File: src/rtl/pwrsup_pkg.sv
// Shared constants and types for the switch-off supervisor.
// Assumes the consumers decode the status and control fields by these positions.
package pwrsup_pkg;
    localparam logic [7:0] STOP_KEY  = 8'hA5;
    localparam int         ST_IRQ    = 0;
    localparam int         ST_ROLE   = 1;
    localparam int         ST_HOLD   = 2;
    localparam int         CTL_SWOFF = 0;

    typedef enum logic {
        ROLE_WATCH = 1'b0,
        ROLE_OFF   = 1'b1
    } role_e;
endpackage

File: src/rtl/pwrsup_req_filter.sv
// Debounces one request line. It counts consecutive ticks with the line high
// and pulses evt_o once on the tick that reaches LIMIT.
// Assumes line_i is already synchronous to clk and LIMIT >= 1.
module pwrsup_req_filter #(
    parameter int LIMIT = 2
) (
    input  logic clk,
    input  logic rst_n,
    input  logic tick_i,
    input  logic line_i,
    input  logic clear_i,
    output logic evt_o
);
    localparam int CW = $clog2(LIMIT + 1);

    logic [CW-1:0] cnt_q;

    // Count held ticks, saturate at LIMIT, restart on a low line or a clear.
    always_ff @(posedge clk) begin
        if (!rst_n) begin
            cnt_q <= '0;
        end else if (clear_i || !line_i) begin
            cnt_q <= '0;
        end else if (tick_i && cnt_q != CW'(LIMIT)) begin
            cnt_q <= cnt_q + 1'b1;
        end
    end

    // Fire on the tick that completes the debounce period.
    always_comb begin
        evt_o = tick_i && line_i && (cnt_q == CW'(LIMIT - 1));
    end

    AST_FILT_BOUNDED: assert property (@(posedge clk) disable iff (!rst_n)
        cnt_q <= CW'(LIMIT));
    AST_FILT_SINGLE_EVT: assert property (@(posedge clk) disable iff (!rst_n)
        (evt_o && !clear_i) |=> !evt_o);
endmodule

File: src/rtl/pwrsup_timer.sv
// Shared eight-second counter with two roles: a read-restartable watchdog and
// a non-restartable off-countdown. On expiry or a software-off it drops
// power_hold_o and then holds it low.
// Assumes stop_i is already qualified by the key value and by the off role.
module pwrsup_timer #(
    parameter int TERM = 256
) (
    input  logic clk,
    input  logic rst_n,
    input  logic tick_i,
    input  logic wd_en_i,
    input  logic rd_ctl_i,
    input  logic req_evt_i,
    input  logic stop_i,
    input  logic swoff_i,
    output logic off_role_o,
    output logic power_hold_o
);
    import pwrsup_pkg::*;

    localparam int CW = $clog2(TERM + 1);

    role_e         role_q, role_n;
    logic [CW-1:0] cnt_q, cnt_n;
    logic          hold_q, hold_n;
    logic          run;

    // Next-state decision for role, count and hold.
    always_comb begin
        role_n = role_q;
        cnt_n  = cnt_q;
        hold_n = hold_q;
        run    = (role_q == ROLE_OFF) || wd_en_i;
        if (hold_q) begin
            if (req_evt_i && role_q == ROLE_WATCH) begin
                role_n = ROLE_OFF;
                cnt_n  = '0;
            end else begin
                if (stop_i) begin
                    role_n = ROLE_WATCH;
                end
                if (role_q == ROLE_WATCH && rd_ctl_i) begin
                    cnt_n = '0;
                end else if (tick_i && run) begin
                    if (cnt_q == CW'(TERM - 1)) begin
                        cnt_n  = CW'(TERM);
                        hold_n = 1'b0;
                    end else begin
                        cnt_n = cnt_q + 1'b1;
                    end
                end
            end
            if (role_q == ROLE_OFF && swoff_i) begin
                hold_n = 1'b0;
            end
        end
    end

    // State registers.
    always_ff @(posedge clk) begin
        if (!rst_n) begin
            role_q <= ROLE_WATCH;
            cnt_q  <= '0;
            hold_q <= 1'b1;
        end else begin
            role_q <= role_n;
            cnt_q  <= cnt_n;
            hold_q <= hold_n;
        end
    end

    assign off_role_o   = (role_q == ROLE_OFF);
    assign power_hold_o = hold_q;

    AST_HOLD_LATCHED: assert property (@(posedge clk) disable iff (!rst_n)
        !hold_q |=> !hold_q);
    AST_NO_OVERFLOW: assert property (@(posedge clk) disable iff (!rst_n)
        cnt_q <= CW'(TERM));
    AST_OFF_READ_KEEPS: assert property (@(posedge clk) disable iff (!rst_n)
        (hold_q && role_q == ROLE_OFF && rd_ctl_i && !tick_i) |=> cnt_q == $past(cnt_q));
    AST_WD_READ_CLEARS: assert property (@(posedge clk) disable iff (!rst_n)
        (hold_q && role_q == ROLE_WATCH && !req_evt_i && rd_ctl_i) |=> cnt_q == '0);
    AST_WD_DISABLED_FROZEN: assert property (@(posedge clk) disable iff (!rst_n)
        (hold_q && role_q == ROLE_WATCH && !wd_en_i && !rd_ctl_i && !req_evt_i) |=> $stable(cnt_q));
    AST_STOP_KEEPS_COUNT: assert property (@(posedge clk) disable iff (!rst_n)
        (hold_q && stop_i && !tick_i && !req_evt_i) |=> (cnt_q == $past(cnt_q)) && (role_q == ROLE_WATCH));
    AST_SWOFF_DROPS: assert property (@(posedge clk) disable iff (!rst_n)
        (hold_q && role_q == ROLE_OFF && swoff_i) |=> !hold_q);
endmodule

File: src/rtl/pwrsup_regs.sv
// Host register decode. It qualifies the stop key and the software-off bit,
// keeps the sticky interrupt and assembles the status byte.
// Assumes single-cycle strobes synchronous to clk.
module pwrsup_regs (
    input  logic       clk,
    input  logic       rst_n,
    input  logic       rd_ctl_i,
    input  logic       wr_ctl_i,
    input  logic       wr_stop_i,
    input  logic [7:0] wdata_i,
    input  logic       req_evt_i,
    input  logic       off_role_i,
    input  logic       hold_i,
    output logic       stop_o,
    output logic       swoff_o,
    output logic       irq_o,
    output logic [7:0] rdata_o
);
    import pwrsup_pkg::*;

    logic irq_q;

    // Accept a stop only with the key value while the off-countdown runs.
    always_comb begin
        stop_o  = wr_stop_i && (wdata_i == STOP_KEY) && off_role_i;
        swoff_o = wr_ctl_i && wdata_i[CTL_SWOFF];
    end

    // Sticky interrupt: a request sets it, a read clears it, and a set wins.
    always_ff @(posedge clk) begin
        if (!rst_n) begin
            irq_q <= 1'b0;
        end else if (req_evt_i) begin
            irq_q <= 1'b1;
        end else if (rd_ctl_i) begin
            irq_q <= 1'b0;
        end
    end

    // Status byte assembly.
    always_comb begin
        rdata_o           = '0;
        rdata_o[ST_IRQ]   = irq_q;
        rdata_o[ST_ROLE]  = off_role_i;
        rdata_o[ST_HOLD]  = hold_i;
    end

    assign irq_o = irq_q;

    AST_IRQ_STICKY: assert property (@(posedge clk) disable iff (!rst_n)
        (irq_q && !rd_ctl_i) |=> irq_q);
    AST_IRQ_CLEARED: assert property (@(posedge clk) disable iff (!rst_n)
        (rd_ctl_i && !req_evt_i) |=> !irq_q);
endmodule

File: src/rtl/pwrsup_top.sv
// Watchdog and switch-off supervisor top. It builds one request filter per
// line, the shared timer and the register decode.
// Assumes TICKS_PER_SEC is a multiple of 16 and all inputs are synchronous.
module pwrsup_top #(
    parameter int TICKS_PER_SEC = 32,
    parameter int TIMEOUT_SEC   = 8
) (
    input  logic       clk,
    input  logic       rst_n,
    input  logic       tick_i,
    input  logic       mode_a_i,
    input  logic       mode_b_i,
    input  logic       lowbat_i,
    input  logic       onkey_i,
    input  logic       rd_ctl_i,
    input  logic       wr_ctl_i,
    input  logic       wr_stop_i,
    input  logic [7:0] wdata_i,
    output logic [7:0] rdata_o,
    output logic       irq_o,
    output logic       power_hold_o
);
    import pwrsup_pkg::*;

    localparam int TERM      = TICKS_PER_SEC * TIMEOUT_SEC;
    localparam int KEY_TICKS = TICKS_PER_SEC;
    localparam int LV_TICKS  = TICKS_PER_SEC / 16;
    localparam int NREQ      = 2;

    logic [NREQ-1:0] lines;
    logic [NREQ-1:0] evts;
    logic            req_evt;
    logic            stop_ok;
    logic            swoff;
    logic            off_role;
    logic            hold;
    logic            wd_en;

    // Gather request lines and mode decode.
    always_comb begin
        lines[0] = lowbat_i;
        lines[1] = onkey_i;
        wd_en    = !mode_a_i && !mode_b_i;
        req_evt  = |evts;
    end

    for (genvar g = 0; g < NREQ; g++) begin : g_req
        localparam int LIM = (g == 0) ? LV_TICKS : KEY_TICKS;
        pwrsup_req_filter #(.LIMIT(LIM)) u_filt (
            .clk     (clk),
            .rst_n   (rst_n),
            .tick_i  (tick_i),
            .line_i  (lines[g]),
            .clear_i (stop_ok),
            .evt_o   (evts[g])
        );
    end

    pwrsup_timer #(.TERM(TERM)) u_timer (
        .clk          (clk),
        .rst_n        (rst_n),
        .tick_i       (tick_i),
        .wd_en_i      (wd_en),
        .rd_ctl_i     (rd_ctl_i),
        .req_evt_i    (req_evt),
        .stop_i       (stop_ok),
        .swoff_i      (swoff),
        .off_role_o   (off_role),
        .power_hold_o (hold)
    );

    pwrsup_regs u_regs (
        .clk        (clk),
        .rst_n      (rst_n),
        .rd_ctl_i   (rd_ctl_i),
        .wr_ctl_i   (wr_ctl_i),
        .wr_stop_i  (wr_stop_i),
        .wdata_i    (wdata_i),
        .req_evt_i  (req_evt),
        .off_role_i (off_role),
        .hold_i     (hold),
        .stop_o     (stop_ok),
        .swoff_o    (swoff),
        .irq_o      (irq_o),
        .rdata_o    (rdata_o)
    );

    assign power_hold_o = hold;

    AST_BAD_KEY_IGNORED: assert property (@(posedge clk) disable iff (!rst_n)
        (wr_stop_i && wdata_i != STOP_KEY && !req_evt) |=> off_role == $past(off_role));
    AST_STATUS_SPARE_ZERO: assert property (@(posedge clk) disable iff (!rst_n)
        rdata_o[7:3] == 5'd0);
endmodule

File: config.mk
export PLATFORM = sky130hd
export DESIGN_NAME = pwrsup_top
export DESIGN_NICKNAME = d
export VERILOG_FILES = /design/src/rtl/pwrsup_pkg.sv /design/src/rtl/pwrsup_req_filter.sv /design/src/rtl/pwrsup_timer.sv /design/src/rtl/pwrsup_regs.sv /design/src/rtl/pwrsup_top.sv
export SDC_FILE = /design/constraint.sdc
export NUM_CORES = 1
export LEC_CHECK = 0
export ABC_CLOCK_PERIOD_IN_PS = 1890
export BUFFER_PORTS_ARGS = -buffer_cell sky130_fd_sc_hd__buf_2
export CORE_AREA = 3 3 61 63
export CTS_BUF_LIST = sky130_fd_sc_hd__clkbuf_4 sky130_fd_sc_hd__clkbuf_8 sky130_fd_sc_hd__clkbuf_16
export DETAILED_ROUTE_END_ITERATION = 8
export DIE_AREA = 0 0 64 66
export GPL_ROUTABILITY_DRIVEN = 0
export HOLD_SLACK_MARGIN = 0.02
export PLACE_DENSITY = 0.62
export SLEW_MARGIN = 20
export SYNTH_ARGS = -nofsm -noshare
export SYNTH_HDL_FRONTEND = slang
export SYNTH_SLANG_ARGS = --single-unit
export TNS_END_PERCENT = 50
File: constraint.sdc
create_clock -name clk -period 1.89 [get_ports clk]
set_input_delay 0.189 -clock clk [delete_from_list [all_inputs] [get_ports clk]]
set_output_delay 0.189 -clock clk [all_outputs]
set_load 0.02 [all_outputs]
# Word-level counts from Yosys, hierarchy flattened
# Index checks and enable logic that the tools add are counted.
# totals
regBits,20
in_bits,18
wordCells,60
# op_classes
add_sub_neg,3
n_eq_ne,6
muxes,14
bitwise_logic,2
n_reduce_logical,29
# ops
op,count
9-bit 2-to-1 mux,4
1-bit logical AND,14
1-bit 2-to-1 mux,10
9-bit by 1-bit adder with 9-bit output (second input constant),1
9-bit by 8-bit equality test with 1-bit output (second input constant),1
8-bit equality test (second input constant),1
6-bit by 1-bit adder with 6-bit output (second input constant),1
6-bit by 5-bit equality test with 1-bit output (second input constant),1
6-bit inequality test (second input constant),1
2-bit OR reduction,3
1-bit zero test,4
2-bit AND reduction,2
2-bit nonzero test,2
1-bit logical OR,3
3-bit nonzero test,1
2-bit by 1-bit adder with 2-bit output (second input constant),1
2-bit by 1-bit equality test with 1-bit output (second input constant),1
2-bit inequality test (second input constant),1
1-bit NOT,2

# Longest topological paths before layout
# logic_depth
depth_word,9
depth_mapped,8
mapped_depth_nobuf,8

# Modules after synthesis
# A second synthesis with hierarchy kept.
# hier_totals
hier_cells,132
area_unflattened_um2,1143.6
# modules_own_cells
mod,instances,cells_each,area_each_um2
pwrsup_timer,1,62,544.3
pwrsup_req_filter (g_req[1].u_filt),1,39,329.1
pwrsup_regs,1,16,135.1
pwrsup_req_filter (g_req[0].u_filt),1,13,125.1
pwrsup_top,1,2,10.0

# Least setup slack after synthesis
# Ideal clock, no wire load.
# synth_path
kind,flip-flop to flip-flop
from,register u_timer.cnt_q[0]
to,register u_timer.cnt_q[0]
setup_ns,0.087
arrival_time_ns,1.670
path_slack_ns,0.132
path_stages_with_launch,9
n_path_buf,0
synth_period_minus_slack_ns,1.758
cell_sequence,dfxtp_1 ha_1 nand3_1 or2_2 nor2_1 ha_1 a21oi_1 nand2b_1 o31ai_1
# synth_between
elab_chain_cells,5
# synth_rtl
item,line,text
"start, declared",pwrsup_timer.sv:24,"logic [CW-1:0] cnt_q, cnt_n;"
"start signal, assigned",pwrsup_timer.sv:67,cnt_q <= cnt_n;
9-bit by 1-bit adder with 9-bit output / 9-bit by 8-bit equality test with 1-bit output (equally long branches),"pwrsup_timer.sv:49, pwrsup_timer.sv:45",
9-bit 2-to-1 mux (*),pwrsup_timer.sv:45,if (cnt_q == CW'(TERM - 1)) begin
9-bit 2-to-1 mux (*),pwrsup_timer.sv:44,end else if (tick_i && run) begin
9-bit 2-to-1 mux (*),pwrsup_timer.sv:42,if (role_q == ROLE_WATCH && rd_ctl_i) begin
9-bit 2-to-1 mux (*),pwrsup_timer.sv:35,if (req_evt_i && role_q == ROLE_WATCH) begin
# Mark *: on every way between the ends. The rest lies on a longest branch, timed or not. The select of a mux whose other input is x is not followed.
# A chain may end at the register's enable or synchronous reset.

# Worst setup path in the final report
# layout_path
from,register g_req[1].u_filt.cnt_q[0]
to,register u_timer.cnt_q[1]
# layout_between
elab_chain_cells,6
# layout_rtl
item,line,text
"start, declared",pwrsup_req_filter.sv:16,logic [CW-1:0] cnt_q;
"start signal, assigned",pwrsup_req_filter.sv:25,cnt_q <= cnt_q + 1'b1;
6-bit by 5-bit equality test with 1-bit output (*),pwrsup_req_filter.sv:31,evt_o = tick_i && line_i && (cnt_q == CW'(LIMIT - 1));
1-bit logical AND (*),pwrsup_req_filter.sv:31,
2-bit OR reduction (*),pwrsup_top.sv:44,req_evt = |evts;
1-bit logical AND (*),pwrsup_timer.sv:35,
3-bit nonzero test (no source line),n/a,
2-bit AND reduction (no source line),n/a,
# Mark *: on every way between the ends. The rest lies on a longest branch, timed or not.

==> run summary <==
Vias in the first global route: 960
Initial DRC Count: 72
Global-route wire length before repair: 3950 µm
Crit path launch type: register
F_max: 559 MHz
Max-cap viol count: 0
Fin crit period: 1.79 ns
Crit path from: g_req[1].u_filt.cnt_q[0]
Reg-to-reg slack, setup: 0.10 ns
Worst skew pair latency: 0.30 ns
Setup violations, final: 0
Initial core utilization: 33.6%
Commonest non-fill, non-tap cell in the layout: buf_2
EDFF count, synth: 0
Cell count after synthesis: 138
Hold wc startpoint: lowbat_i
P_leak: 0.530 nW
Layout cell share with drive strength beyond 1: 30.4%
Initial antenna violation count: 0
CTS Hold Bufs: 0
WL final: 2400 µm
Status: completed
Htree depth: 1
CP Buf/Inv Count: 0
Most used DFF post-synth: dfxtp_1
Clock root buffer: clkbuf_4
Placed cell area: 0.00127 mm²
Hold path depth: 3
CTS buffer count: 3
Wire per inst: 11.2 µm
I/O pins: 28
Antenna Cells: 0
WS Path Type: register to register
FF+latch count, synth: 20
Via count: 1033
Total track usage: 11.5%
DRT Pass-1 Iters: 4
Fin nets: 193
Max rail drop VDD: 0.312 mV
Core Region: 0.00328 mm²
Max Root-Sink Buffers: 2
Number of nets with antenna violations after routing: 0
Filler cells: 350
Post-layout total power: 0.809 mW
CTS tree: done
Async SR Flop Fraction: 0%
Crit path DAT: 2.03 ns
Core Rows: 21
Clk sink count: 20
Slowest stage delay, CP: 0.53 ns
WP depth: 6
Clk slew on worst S/H paths: 0.11 ns
Crit-path leading delay family: simple AND/OR/NAND/NOR gates
Synthesized area: 0.00110 mm²
Port buffer count: 22
Via/cell ratio: 4.83
RSZ-0062 raised after global routing: yes
Ys Warns: 0
Grt total ovfl: 0
Die H: 66 µm
Area Growth Syn to Fin: 24.6%
Worst reg2reg startpoint: g_req[1].u_filt.cnt_q[0]
Die area: 0.00422 mm²
Die width: 64 µm
Design area: 0.00137 mm²
Clk_skew: 0.00192 ns
CP required: 2.13 ns
Max-slew violations: 0
Final worst path period share: 94.7%
Storage element area: 405 µm²
DRC errors left: 0
Post-synth cell types: 35
Worst-path fanout max: 3
Cell area power density: 589 mW/mm²
Final Hold Vio Count: 0
Slowest CP cell: or4b_1
Crit. End Element: register
Min-Delay Path Class: input port to register
Reg2Reg Depth: 6
Multi-input gate area: 656 µm²
Detail Placement HPWL: 1790 µm
Register area share after synthesis: 36.3%
Most frequent cells in the layout: buf_2 (22), nand2_1 (16), dfxtp_1 (16)
Worst path cell trace: ha_1 > nand4_2 > o211ai_2 > o221ai_1 > or4b_1 > a21oi_1
Syn_area_per_cell: 7.99 µm²
Pin count of the biggest net entering global routing: 14
## Yosys cell counts (2+ instances only)
| cell type | number | share of area [%] |
|---|---|---|
| nor2_1 | 14 | 4.8 |
| o21ai_0 | 2 | 0.91 |
| clkbuf_1 | 2 | 0.68 |
| or3_1 | 6 | 3.4 |
| a21oi_1 | 11 | 5.0 |
| nand3_1 | 9 | 4.1 |
| xnor2_1 | 2 | 1.6 |
| nand2_1 | 16 | 5.4 |
| buf_4 | 8 | 5.4 |
| xor2_1 | 4 | 3.2 |
| inv_1 | 9 | 3.1 |
| dfxtp_1 | 20 | 36 |
| ha_1 | 6 | 6.8 |
| nand4_1 | 2 | 1.1 |
| o22ai_1 | 6 | 3.4 |
| or2_2 | 2 | 1.1 |
## per-stage QoR
stage	utilization [%]	setup WS [ns]	instances	hold slack [ns]	TNS (ns)
after detailed placement	38.7	-0.0145	207	0.460	-0.0203
final	41.8	0.100	214	0.163	0
after CTS	40.2	0.0539	211	0.159	0
after global placement	38.7	0.0204	207	0.457	0
after global routing	41.8	-0.0373	214	0.157	-0.0889
after floorplan	-	0.132	142	0.343	0
## final timing paths
check | to
min | g_req[0].u_filt.cnt_q[0]
max | u_timer.cnt_q[1]
max reg2reg | u_timer.cnt_q[1]
min reg2reg | u_timer.cnt_q[8]
## flip-flops by register name, indices dropped and copies added (netlist names)
signal and flops:
u_timer.off_role_o 1, u_timer.power_hold_o 1, u_timer.cnt_q 9, g_req.u_filt.cnt_q 8, u_regs.irq_o 1
## metal layers
| metal | global-route usage, % | wire length (µm) | up-vias |
|---|---|---|---|
| met3 | 3.74 | 107 | 4 |
| met4 | 1.62 | 17 | 0 |
| met1 | 13.9 | 1060 | 477 |
| met2 | 20.3 | 1220 | 20 |
| li1 | - | - | 532 |
| met5 | 0 | 0 | - |
## power by group
group          total (mW)  internal [mW]  switching (mW)
clock network       0.251          0.118           0.133
registers           0.437          0.429         0.00728
logic               0.121         0.0543          0.0667
total               0.809          0.601           0.207
## kinds of logic (layout without fill, tap and decap cells)
| kind of cell | after synthesis | after routing | share of synthesized area (%) |
|---|---|---|---|
| adder cells (fa/ha/maj) | 6 | 6 | 6.81 |
| AND/OR/NAND/NOR | 59 | 59 | 27.1 |
| AO/OA/AOI/OAI | 27 | 27 | 15.4 |
| XOR/XNOR | 6 | 6 | 4.77 |
| buffers and inverters | 19 | 45 | 9.19 |
| other | 1 | 5 | 0.340 |
| flip-flops | 20 | 20 | 36.3 |
## layout make-up
| type | count | area share [%] |
|---|---|---|
| Timing Repair Buffer | 32 | 13.5 |
| Multi-Input combinational cell | 103 | 47.7 |
| Clock buffer | 4 | 2.64 |
| Inverter | 9 | 2.46 |
| Tap cell | 46 | 4.19 |
| Sequential cell | 20 | 29.5 |
## worst reg2reg max path: stages (launching register included)
cell and delay, ns:
dfxtp_2 0.35, ha_1 0.17, nand4_2 0.15, o211ai_2 0.23, o221ai_1 0.16, or4b_1 0.53
a21oi_1 0.15
## timing repair
item,in CTS,in global routing
pin swaps,1,2
setup endpoints to repair,6,8
buffers inserted,0,3
gates resized for setup,6,8
Power figures use the tool's default switching activity.
